## config.mk

```make
export PLATFORM = sky130hd
export DESIGN_NAME = edid_fetch_seq
export DESIGN_NICKNAME = d
export VERILOG_FILES = /design/src/rtl/edid_pkg.sv /design/src/rtl/edid_ckacc.sv /design/src/rtl/edid_xfer.sv /design/src/rtl/edid_fetch_seq.sv
export SDC_FILE = /design/constraint.sdc
export NUM_CORES = 1
export LEC_CHECK = 0
export BUFFER_PORTS_ARGS = -buffer_cell sky130_fd_sc_hd__buf_2
export CAP_MARGIN = 40
export CORE_MARGIN = 8
export CORE_UTILIZATION = 40
export DETAILED_ROUTE_END_ITERATION = 6
export PLACE_DENSITY_LB_ADDON = 0.3
export SLEW_MARGIN = 20
export SYNTH_ARGS = -nofsm -noshare
export SYNTH_HDL_FRONTEND = slang
export SYNTH_SLANG_ARGS = --single-unit
```

## constraint.sdc

```tcl
create_clock -name clk -period 2 [get_ports clk]
set_input_delay 0 -clock clk [delete_from_list [all_inputs] [get_ports clk]]
set_output_delay 0 -clock clk [all_outputs]
set_load 0.02 [all_outputs]
```

## src/rtl/edid_pkg.sv

```systemverilog
package edid_pkg;

  typedef enum logic [2:0] {
    ST_IDLE,
    ST_EXT,
    ST_FETCH,
    ST_CHK,
    ST_TREQ,
    ST_WCK,
    ST_WFLG
  } seq_st_t;

  typedef enum logic [1:0] {
    ERR_NONE = 2'd0,
    ERR_READ = 2'd1,
    ERR_SUM  = 2'd2
  } err_t;

  // Running modulo-256 sum step.
  function automatic logic [7:0] csum_add(input logic [7:0] s, input logic [7:0] b);
    return s + b;
  endfunction

  // Byte offset of a block entry within the EDID device.
  function automatic logic [8:0] blk_offset(input logic blk, input logic [6:0] idx,
                                            input int unsigned blk_bytes);
    return (blk ? 9'(blk_bytes) : 9'd0) + {2'b00, idx};
  endfunction

endpackage

```

## src/rtl/edid_ckacc.sv

```systemverilog
module edid_ckacc
  import edid_pkg::*;
(
  input  logic       clk,
  input  logic       rst_n,
  input  logic       clr,
  input  logic       add,
  input  logic [7:0] din,
  output logic [7:0] sum,
  output logic       sum_zero
);

  always_ff @(posedge clk or negedge rst_n) begin
    if (!rst_n)   sum <= 8'd0;
    else if (clr) sum <= 8'd0;
    else if (add) sum <= csum_add(sum, din);
  end

  assign sum_zero = (sum == 8'd0);


  clr_zero_chk: assert property (@(posedge clk) disable iff (!rst_n)
    clr |=> sum == 8'd0);

endmodule

```

## src/rtl/edid_xfer.sv

```systemverilog
module edid_xfer #(
  parameter int AW = 20,
  parameter int TW = 16
) (
  input  logic          clk,
  input  logic          rst_n,
  input  logic          go,
  input  logic          go_wr,
  input  logic          go_sink,
  input  logic [AW-1:0] go_addr,
  input  logic [7:0]    go_wdata,
  input  logic [TW-1:0] tmo_limit,
  output logic          req_valid,
  output logic          req_write,
  output logic          req_sink,
  output logic [AW-1:0] req_addr,
  output logic [7:0]    req_wdata,
  input  logic          req_ack,
  input  logic          req_err,
  output logic          xf_ok,
  output logic          xf_fail
);

  logic [TW-1:0] wait_cnt;
  logic          tmo_hit;

  assign tmo_hit = req_valid && !req_ack && (wait_cnt == tmo_limit);
  assign xf_ok   = req_valid && req_ack && !req_err;
  assign xf_fail = (req_valid && req_ack && req_err) || tmo_hit;

  always_ff @(posedge clk or negedge rst_n) begin
    if (!rst_n) begin
      req_valid <= 1'b0;
      req_write <= 1'b0;
      req_sink  <= 1'b0;
      req_addr  <= '0;
      req_wdata <= '0;
      wait_cnt  <= '0;
    end else if (go) begin
      req_valid <= 1'b1;
      req_write <= go_wr;
      req_sink  <= go_sink;
      req_addr  <= go_addr;
      req_wdata <= go_wdata;
      wait_cnt  <= '0;
    end else if (req_valid) begin
      if (req_ack || tmo_hit) req_valid <= 1'b0;
      else                    wait_cnt  <= wait_cnt + 1'b1;
    end
  end


  hold_req_chk: assert property (@(posedge clk) disable iff (!rst_n)
    (req_valid && !req_ack && !tmo_hit) |=>
      (req_valid && $stable(req_addr) && $stable(req_write) && $stable(req_wdata)));


  tmo_drop_chk: assert property (@(posedge clk) disable iff (!rst_n)
    tmo_hit |=> !req_valid);


  tmo_bound_chk: assert property (@(posedge clk) disable iff (!rst_n)
    req_valid |-> wait_cnt <= tmo_limit);

endmodule

```

## src/rtl/edid_fetch_seq.sv

```systemverilog
module edid_fetch_seq
  import edid_pkg::*;
#(
  parameter int          AW         = 20,
  parameter int          TW         = 16,
  parameter int          BLK_BYTES  = 128,
  parameter logic [6:0]  EDID_DEV   = 7'h50,
  parameter logic [7:0]  EXT_OFF    = 8'h7E,
  parameter logic [19:0] TREQ_ADDR  = 20'h00218,
  parameter int          TREQ_BIT   = 2,
  parameter logic [19:0] CKREG_ADDR = 20'h00261,
  parameter logic [19:0] RESP_ADDR  = 20'h00260,
  parameter logic [7:0]  RESP_FLAG  = 8'h04
) (
  input  logic          clk,
  input  logic          rst_n,
  input  logic          start,
  input  logic [TW-1:0] tmo_limit,
  output logic          req_valid,
  output logic          req_write,
  output logic          req_sink,
  output logic [6:0]    req_dev,
  output logic [AW-1:0] req_addr,
  output logic [7:0]    req_wdata,
  input  logic          req_ack,
  input  logic          req_err,
  input  logic [7:0]    req_rdata,
  output logic          done,
  output logic [1:0]    err_code
);

  localparam int IDX_W = $clog2(BLK_BYTES);
  localparam logic [IDX_W-1:0] IDX_LAST = IDX_W'(BLK_BYTES - 1);

  seq_st_t        st;
  logic           issued;
  logic           blk;
  logic           two_blk;
  logic [IDX_W-1:0] idx;
  logic [7:0]     last_ck;
  err_t           err_q;

  logic           go, go_wr, go_sink;
  logic [AW-1:0]  go_addr;
  logic [7:0]     go_wdata;
  logic           xf_ok, xf_fail;
  logic           ck_clr, ck_add, ck_zero, ck_fail, ck_next_blk;
  logic [7:0]     ck_sum;
  logic           run_begin;

  // Named events for the checks below.
  assign run_begin   = (st == ST_IDLE) && start;
  assign ck_fail     = (st == ST_CHK) && !ck_zero;
  assign ck_next_blk = (st == ST_CHK) && ck_zero && two_blk && !blk;
  assign ck_clr      = run_begin || ck_next_blk;
  assign ck_add      = (st == ST_FETCH) && xf_ok;

  assign go = !issued && (st == ST_EXT || st == ST_FETCH || st == ST_TREQ ||
                          st == ST_WCK || st == ST_WFLG);

  always_comb begin
    go_wr    = 1'b0;
    go_sink  = 1'b0;
    go_addr  = '0;
    go_wdata = 8'd0;
    unique case (st)
      ST_EXT:   go_addr = AW'(EXT_OFF);
      ST_FETCH: go_addr = AW'(blk_offset(blk, 7'(idx), BLK_BYTES));
      ST_TREQ: begin
        go_sink = 1'b1;
        go_addr = AW'(TREQ_ADDR);
      end
      ST_WCK: begin
        go_sink  = 1'b1;
        go_wr    = 1'b1;
        go_addr  = AW'(CKREG_ADDR);
        go_wdata = last_ck;
      end
      ST_WFLG: begin
        go_sink  = 1'b1;
        go_wr    = 1'b1;
        go_addr  = AW'(RESP_ADDR);
        go_wdata = RESP_FLAG;
      end
      default: ;
    endcase
  end

  edid_xfer #(.AW(AW), .TW(TW)) u_xfer (
    .clk       (clk),
    .rst_n     (rst_n),
    .go        (go),
    .go_wr     (go_wr),
    .go_sink   (go_sink),
    .go_addr   (go_addr),
    .go_wdata  (go_wdata),
    .tmo_limit (tmo_limit),
    .req_valid (req_valid),
    .req_write (req_write),
    .req_sink  (req_sink),
    .req_addr  (req_addr),
    .req_wdata (req_wdata),
    .req_ack   (req_ack),
    .req_err   (req_err),
    .xf_ok     (xf_ok),
    .xf_fail   (xf_fail)
  );

  edid_ckacc u_ck (
    .clk      (clk),
    .rst_n    (rst_n),
    .clr      (ck_clr),
    .add      (ck_add),
    .din      (req_rdata),
    .sum      (ck_sum),
    .sum_zero (ck_zero)
  );

  assign req_dev  = req_sink ? 7'd0 : EDID_DEV;
  assign err_code = err_q;

  always_ff @(posedge clk or negedge rst_n) begin
    if (!rst_n) begin
      st      <= ST_IDLE;
      issued  <= 1'b0;
      blk     <= 1'b0;
      two_blk <= 1'b0;
      idx     <= '0;
      last_ck <= 8'd0;
      done    <= 1'b0;
      err_q   <= ERR_NONE;
    end else begin
      done  <= 1'b0;
      err_q <= ERR_NONE;
      if (go) issued <= 1'b1;
      if (xf_fail) begin
        issued <= 1'b0;
        st     <= ST_IDLE;
        done   <= 1'b1;
        err_q  <= ERR_READ;
      end else if (xf_ok) begin
        issued <= 1'b0;
        unique case (st)
          ST_EXT: begin
            two_blk <= (req_rdata != 8'd0);
            blk     <= 1'b0;
            idx     <= '0;
            st      <= ST_FETCH;
          end
          ST_FETCH: begin
            if (idx == IDX_LAST) begin
              last_ck <= req_rdata;
              st      <= ST_CHK;
            end else begin
              idx <= idx + 1'b1;
            end
          end
          ST_TREQ: begin
            if (req_rdata[TREQ_BIT]) st <= ST_WCK;
            else begin
              st   <= ST_IDLE;
              done <= 1'b1;
            end
          end
          ST_WCK: st <= ST_WFLG;
          ST_WFLG: begin
            st   <= ST_IDLE;
            done <= 1'b1;
          end
          default: ;
        endcase
      end else begin
        unique case (st)
          ST_IDLE: if (start) st <= ST_EXT;
          ST_CHK: begin
            if (!ck_zero) begin
              st    <= ST_IDLE;
              done  <= 1'b1;
              err_q <= ERR_SUM;
            end else if (ck_next_blk) begin
              blk <= 1'b1;
              idx <= '0;
              st  <= ST_FETCH;
            end else begin
              st <= ST_TREQ;
            end
          end
          default: ;
        endcase
      end
    end
  end


  done_pulse_chk: assert property (@(posedge clk) disable iff (!rst_n)
    done |=> !done);


  sum_fail_chk: assert property (@(posedge clk) disable iff (!rst_n)
    ck_fail |=> (done && err_code == 2'd2));


  rd_fail_chk: assert property (@(posedge clk) disable iff (!rst_n)
    xf_fail |=> (done && err_code == 2'd1));


  abort_quiet_chk: assert property (@(posedge clk) disable iff (!rst_n)
    (done && err_code != 2'd0) |-> !req_valid);


  first_req_chk: assert property (@(posedge clk) disable iff (!rst_n)
    run_begin |=> !req_valid);

endmodule

```

==> results of run 1 <==
cells in the final DEF (no fill, tap or decap), types with 3 or more instances in the layout:
cell and instances:
nand3_1 20, nor2b_1 3, inv_1 10, o22a_1 3, dlygate4sd3_1 8, mux2_2 10
nand2b_1 9, ha_1 9, xnor2_2 3, buf_4 69, conb_1 16, o21ai_1 5
mux2i_1 4, a21oi_1 15, buf_2 53, xnor2_1 25, nor4_1 8, nand2_1 51
o21ai_0 22, buf_6 5, nor2_1 33, clkbuf_8 9, and3_1 4, nand4_1 10
nor3_1 8, xor2_1 6, a22o_1 3, o21a_1 3, dfrtp_1 68
final cells by class:
type	count	area, um^2
Clock buffer	9	123.9
Clock inverter	7	98.84
Fill cell	876	4415
Inverter	10	37.54
Multi-Input combinational cell	322	2111
Sequential cell	68	1702
Tap cell	133	166.4
Timing Repair Buffer	136	939.7
logic make-up after synthesis:
family,synth area share (%)
other,0.09634
flip-flops,43.72
AND/OR/NAND/NOR,20.41
buffers and inverters,5.979
XOR/XNOR,7.843
multiplexers,3.922
adder cells (fa/ha/maj),3.407
AO/OA/AOI/OAI,14.63
what timing repair did:
item | 4_1_cts | 5_1_grt
gates cloned | 0 | 0
setup buffers | 4 | 5
resized for setup | 9 | 15
setup endpoints to repair | 13 | 32
hold buffers | 8 | 0
pin swaps | 14 | 15
endpoints found under the hold margin | 30 | 0
worst max path at each step:
stage | endpoint | slack [ns] | cells after the start | startpoint
2_1_floorplan | u_ck.sum[7] | 0.003 | 7 | u_ck.sum[1]
3_3_place_gp | st[0] | -0.07 | 7 | u_xfer.wait_cnt[2]
3_5_place_dp | st[0] | -0.11 | 7 | u_xfer.wait_cnt[10]
4_1_cts | u_ck.sum[7] | -0.07 | 7 | u_ck.sum[1]
5_1_grt | idx[1] | -0.15 | 7 | u_xfer.wait_cnt[10]
6_report | idx[3] | -0.1 | 6 | u_xfer.wait_cnt[10]
per-stage QoR:
step	hold WS (ns)	power [mW]	setup TNS, ns	worst slack (ns)	util [%]
2_1_floorplan	-0.2956	2.811	0	0.002652	-
3_3_place_gp	0.03151	3.474	-0.2242	-0.07054	48.97
3_5_place_dp	0.04092	3.523	-0.5074	-0.1083	48.97
4_1_cts	0.008746	4.859	-0.1401	-0.06857	52.86
5_1_grt	0.03271	5.129	-1.536	-0.1493	53.98
6_report	0.05381	4.855	-0.5979	-0.09925	53.98
cells in the mapped netlist (3+ instances only):
master,count,share of area (%)
o22a_1,3,0.68
nand2_1,52,5.0
a22o_1,3,0.68
xnor2_1,27,6.1
buf_4,17,3.3
nor2_1,33,3.2
o21ai_0,23,3.0
clkbuf_1,10,0.96
ha_1,9,2.9
o31ai_1,3,0.58
nor3_1,8,1.0
o21a_1,3,0.58
mux2_2,10,2.9
nand3_1,20,2.6
a21oi_1,17,2.2
dfrtp_1,68,44
xor2_1,6,1.4
nor4_1,11,1.8
buf_2,3,0.39
o21ai_1,5,0.64
nor2b_1,3,0.48
nand2b_1,9,1.4
and3_1,4,0.64
inv_1,10,0.96
mux2i_1,4,1.0
nand4_1,10,1.6
metal layers:
| metal | global-route usage (%) | share of wire (%) | up-vias |
|---|---|---|---|
| li1 | - | - | 1700 |
| met1 | 22.03 | 45 | 1713 |
| met2 | 27.79 | 48 | 102 |
| met3 | 3.586 | 5.8 | 12 |
| met4 | 5.324 | 1.3 | 0 |
| met5 | 0 | 0 | - |
power by group through the flow:
stage               Clock (mW)  Sequential, mW  Combinational, mW
finish                    1.29            1.77               1.80
global route              1.37            1.79               1.96
floorplan                    0            1.85              0.960
detailed placement           0            1.78               1.74
CTS                       1.32            1.76               1.78
global placement             0            1.78               1.70
state kept, by name, summed over array words and instances (netlist names), 2 cells and up:
| register | count |
|---|---|
| err_code | 2 |
| idx | 7 |
| last_ck | 8 |
| st | 3 |
| u_ck.sum | 8 |
| u_xfer.req_addr | 9 |
| u_xfer.req_wdata | 8 |
| u_xfer.wait_cnt | 16 |
==> flow_metrics.env, run 1 <==
export IMPL_outcome="complete, but fails checks"
export IMPL_violations="negative setup slack"
export IMPL_period_needed_ns=2.099
export IMPL_r2r_setup_slack_ns=-0.1
export IMPL_cp_top_family="simple AND/OR/NAND/NOR gates"
export IMPL_p_sw_mw=1.808
export IMPL_rows=36
export IMPL_io_pins=70
export IMPL_period_share_pct=105.0
export IMPL_n_antenna_cell=0
export IMPL_async_reset_ff_share_pct=100.0
export IMPL_crit_chain="xnor2_2 > nand4_1 > or4_4 > o211ai_4 > or2b_4 > o21ai_1"
export IMPL_grt_max_degree=46
export IMPL_hpwl_um=8063
export IMPL_antenna_found_initial=0
export IMPL_worstHoldStart="req_rdata[2]"
export IMPL_path_buf_inv=0
export IMPL_initial_utilization_pct=40.57
export IMPL_arrival_ns=2.33
export IMPL_drt_iter0_markers=180
export IMPL_crit_slowest_cell="or4_4"
export IMPL_max_freq_ghz=0.4764
export IMPL_clk_pin_slew_worst_paths_ns=0.08
export IMPL_critPathCaptureType="register"
export IMPL_seq_power_share_pct=36.4
export IMPL_switching_share_pct=37.24
export IMPL_syn2layout_area_growth_pct=33.04
export IMPL_routed_via_density=5.149
export IMPL_crit_type="reg2reg"
export IMPL_intPower_mw=3.047
export IMPL_grt_usage_pct=17.06
export IMPL_overflow=0
export IMPL_reg2regPathDepth=6
export IMPL_fin_cells=685
export IMPL_clkLatencyLatePin_ns=0.34
export IMPL_worstPathMaxFanout=7
export IMPL_grt_pass1_vias=3617
export IMPL_gp_congestion=0.9148
export IMPL_finalClockSkew_ns=0.009355
export IMPL_synth_warnings=0
export IMPL_powerDensity_nw_per_um2=937.5
export IMPL_hold_path_class="in2reg"
export IMPL_core_um2=9594
export IMPL_regToRegEndpoint="idx[3]"
export IMPL_power_frac_clock_pct=26.5
export IMPL_dpl_instance_area_um2=4698
export IMPL_maxCapViolations=0
export IMPL_synth_edf_count=0
export IMPL_remaining_drc_errors=0
export IMPL_htree_levels=3
export IMPL_port_buffers=53
export IMPL_synth_seq_cells=68
export IMPL_synth_main_ff_cell="dfrtp_1"
export IMPL_syn_area_per_cell_um2=9.334
export IMPL_grt_pass1_wl_um=17770
export IMPL_final_area_um2=5179
export IMPL_rsz0062_at_grt="yes"
export IMPL_drive_above_1_share_pct=32.25
export IMPL_cts_root_buf="clkbuf_8"
export IMPL_whs_path_depth=2
export IMPL_die_h_um=114.6
export IMPL_dr_pass1_iters=4
export IMPL_die_w_um=114.6
export IMPL_synth_cells=417
export IMPL_critPathRequiredTime_ns=2.23
export IMPL_ys_seq_area_share_pct=43.72
export IMPL_min_to="last_ck[2]"
export IMPL_hold_violations=0
export IMPL_cts_num_sinks=68
export IMPL_regToRegStartpoint="u_xfer.wait_cnt[10]"
export IMPL_cts_inserted_buffers=9
export IMPL_drt_wl_total_um=10680
export IMPL_p_leak_nw=2.521
export IMPL_detail_route_wl_per_cell_um=15.58
export IMPL_worst_pin_slew_ns=0.5833
export IMPL_worst_slack_ns=-0.09925
export IMPL_antenna_left=0
export IMPL_clockBufferDepth=2
export IMPL_dp_cells=652
export IMPL_relSlewSlack_pct=61.11
export IMPL_die_area_um2=13140
export IMPL_slew_viol_final=0
export IMPL_ys_types=60
export IMPL_combPwrFrac_pct=37.1
export IMPL_setup_violations=8
export IMPL_cts_tree="yes"
export IMPL_critPathMaxStageDelay_ns=0.60
export IMPL_vias=3527
export IMPL_startpoint_type="register"
export IMPL_ir_drop_v=0.0005437
export IMPL_synth_area_um2=3892
export IMPL_nets=586
Power figures use the tool's default switching activity.
==> run 2, diff against run 1 <==
- RECOVER_POWER: unset -> 25
- REMOVE_ABC_BUFFERS: unset -> 1
==> flow_metrics.env, run 2 (synthesized netlist as in run 1, its figures left out) <==
export IMPL_powerDensity_nw_per_um2=890.6
export IMPL_port_buffers=53
export IMPL_critPathCaptureType="register"
export IMPL_initial_utilization_pct=40.57
export IMPL_n_antenna_cell=0
export IMPL_worst_pin_slew_ns=1.511
export IMPL_critPathRequiredTime_ns=2.26
export IMPL_p_leak_nw=2.438
export IMPL_routed_via_density=5.101
export IMPL_remaining_drc_errors=0
export IMPL_grt_usage_pct=15.78
export IMPL_layout_common_cells="dfrtp_1, buf_4, buf_2"
export IMPL_startpoint_type="register"
export IMPL_grt_pass1_wl_um=16590
export IMPL_largest_reg_flops=16
export IMPL_cts_num_sinks=68
export IMPL_die_w_um=114.6
export IMPL_fin_util_pct=52.35
export IMPL_dp_cells=644
export IMPL_worst_slack_ns=-0.03887
export IMPL_dr_pass1_iters=4
export IMPL_hpwl_um=7491
export IMPL_crit_type="reg2reg"
export IMPL_htree_levels=3
export IMPL_arrival_ns=2.30
export IMPL_max_freq_ghz=0.4905
export IMPL_setup_tns_ns=-0.03887
export IMPL_finalClockSkew_ns=0.006472
export IMPL_pre_cts_ws_ns=-0.1648
export IMPL_grt_max_degree=69
export IMPL_die_area_um2=13140
export IMPL_antenna_left=0
export IMPL_dpl_instance_area_um2=4633
export IMPL_nets=575
export IMPL_critPathMaxStageDelay_ns=0.47
export IMPL_core_um2=9594
export IMPL_cts_tree="yes"
export IMPL_antenna_found_initial=0
export IMPL_fin_cells=673
export IMPL_slew_viol_final=68
export IMPL_grt_pass1_vias=3431
export IMPL_vias=3433
export IMPL_multi_input_area_um2=2106
export IMPL_fill_cells=875
export IMPL_hold_violations=0
export IMPL_cts_inserted_buffers=9
export IMPL_rows=36
export IMPL_finalPower_mw=4.473
export IMPL_final_common_cell="dfrtp_1"
export IMPL_clkLatencyLatePin_ns=0.34
export IMPL_regMostFlops="u_xfer.wait_cnt"
export IMPL_cp_top_family="compound AO/OA/AOI/OAI gates"
export IMPL_outcome="complete, but fails checks"
export IMPL_relSlewSlack_pct=-0.7469
export IMPL_gp_congestion=0.8768
export IMPL_io_pins=70
export IMPL_detail_route_wl_per_cell_um=15.16
export IMPL_clockBufferDepth=2
export IMPL_crit_chain="ha_2 > buf_4 > a21o_1 > a211oi_2 > o21a_1 > nor3b_1 > or4b_4 > o211ai_1"
export IMPL_seqCellArea_um2=1702
export IMPL_ir_drop_v=0.0004045
export IMPL_holdWs_ns=0.02946
export IMPL_clk_pin_slew_worst_paths_ns=0.08
export IMPL_period_needed_ns=2.039
export IMPL_drive_above_1_share_pct=31.11
export IMPL_overflow=0
export IMPL_syn2layout_area_growth_pct=29.03
export IMPL_drt_wl_total_um=10200
export IMPL_setup_violations=1
export IMPL_worstPathMaxFanout=2
export IMPL_drt_iter0_markers=133
export IMPL_final_area_um2=5022
export IMPL_hold_path_class="in2reg"
export IMPL_cts_root_buf="clkbuf_8"
export IMPL_maxCapViolations=1
export IMPL_crit_slowest_cell="or4b_4"
export IMPL_violations="max-capacitance violations, max-slew violations, negative setup slack"
export IMPL_period_share_pct=101.9
export IMPL_rsz0062_at_grt="yes"
export IMPL_path_buf_inv=1
export IMPL_die_h_um=114.6
export IMPL_largestRegisters="u_xfer.wait_cnt (16), u_xfer.req_addr (9)"
## run 2: cell types whose count changed in the layout (fill, tap and decap cells not counted), sizes merged
cell	previous run	this run
clkinvlp	1	2
clkinv	3	2
buf	128	117
inv	11	10
bufinv	2	0
clkbuf	9	11
## run 2: path summary, 6_finish.rpt
check	startpoint	endpoint	slack (ns)	depth (start not counted)
hold reg to reg	u_xfer.req_wdata[4]	u_xfer.req_wdata[4]	0.47	2
min in group asynchronous	rst_n	last_ck[1]	0.66	3
hold / removal	req_rdata[2]	last_ck[2]	0.03	2
setup reg to reg	u_ck.sum[0]	u_ck.sum[7]	-0.04	8
setup / recovery	u_ck.sum[0]	u_ck.sum[7]	-0.04	8
max in group asynchronous	rst_n	u_xfer.wait_cnt[7]	0.43	3
## run 2: where the power goes
part / leakage (nW) / switching, mW / internal, mW / total, mW
registers: 0.903 / 0.203 / 1.57 / 1.77
logic: 1.45 / 0.976 / 0.690 / 1.67
clock network: 0.0872 / 0.530 / 0.506 / 1.04
total: 2.44 / 1.71 / 2.76 / 4.47
## run 2: area by class of cell
class                   instances  area share [%]
clock buffers                  11           3.014
clock inverters                 4          0.4983
inverters                      10          0.7474
multi-input cells             322           41.93
flip-flops and latches         68           33.88
well taps                     133           3.313
repair buffers                125           16.62
## run 2: routing by layer
metal  wire length, um  GRT usage (%)
met5                 0              0
met3               501          3.217
met1              4711          20.51
met2              4845          25.28
met4               145          5.768
## run 2: timing repair
item | CTS | global route
setup endpoints to repair | 11 | 12
pin swaps | 5 | 26
endpoints found under the hold margin | 75 | 0
buffers inserted | 1 | 5
resized for setup | 9 | 20
gates cloned | 0 | 0
hold buffers | 8 | 0
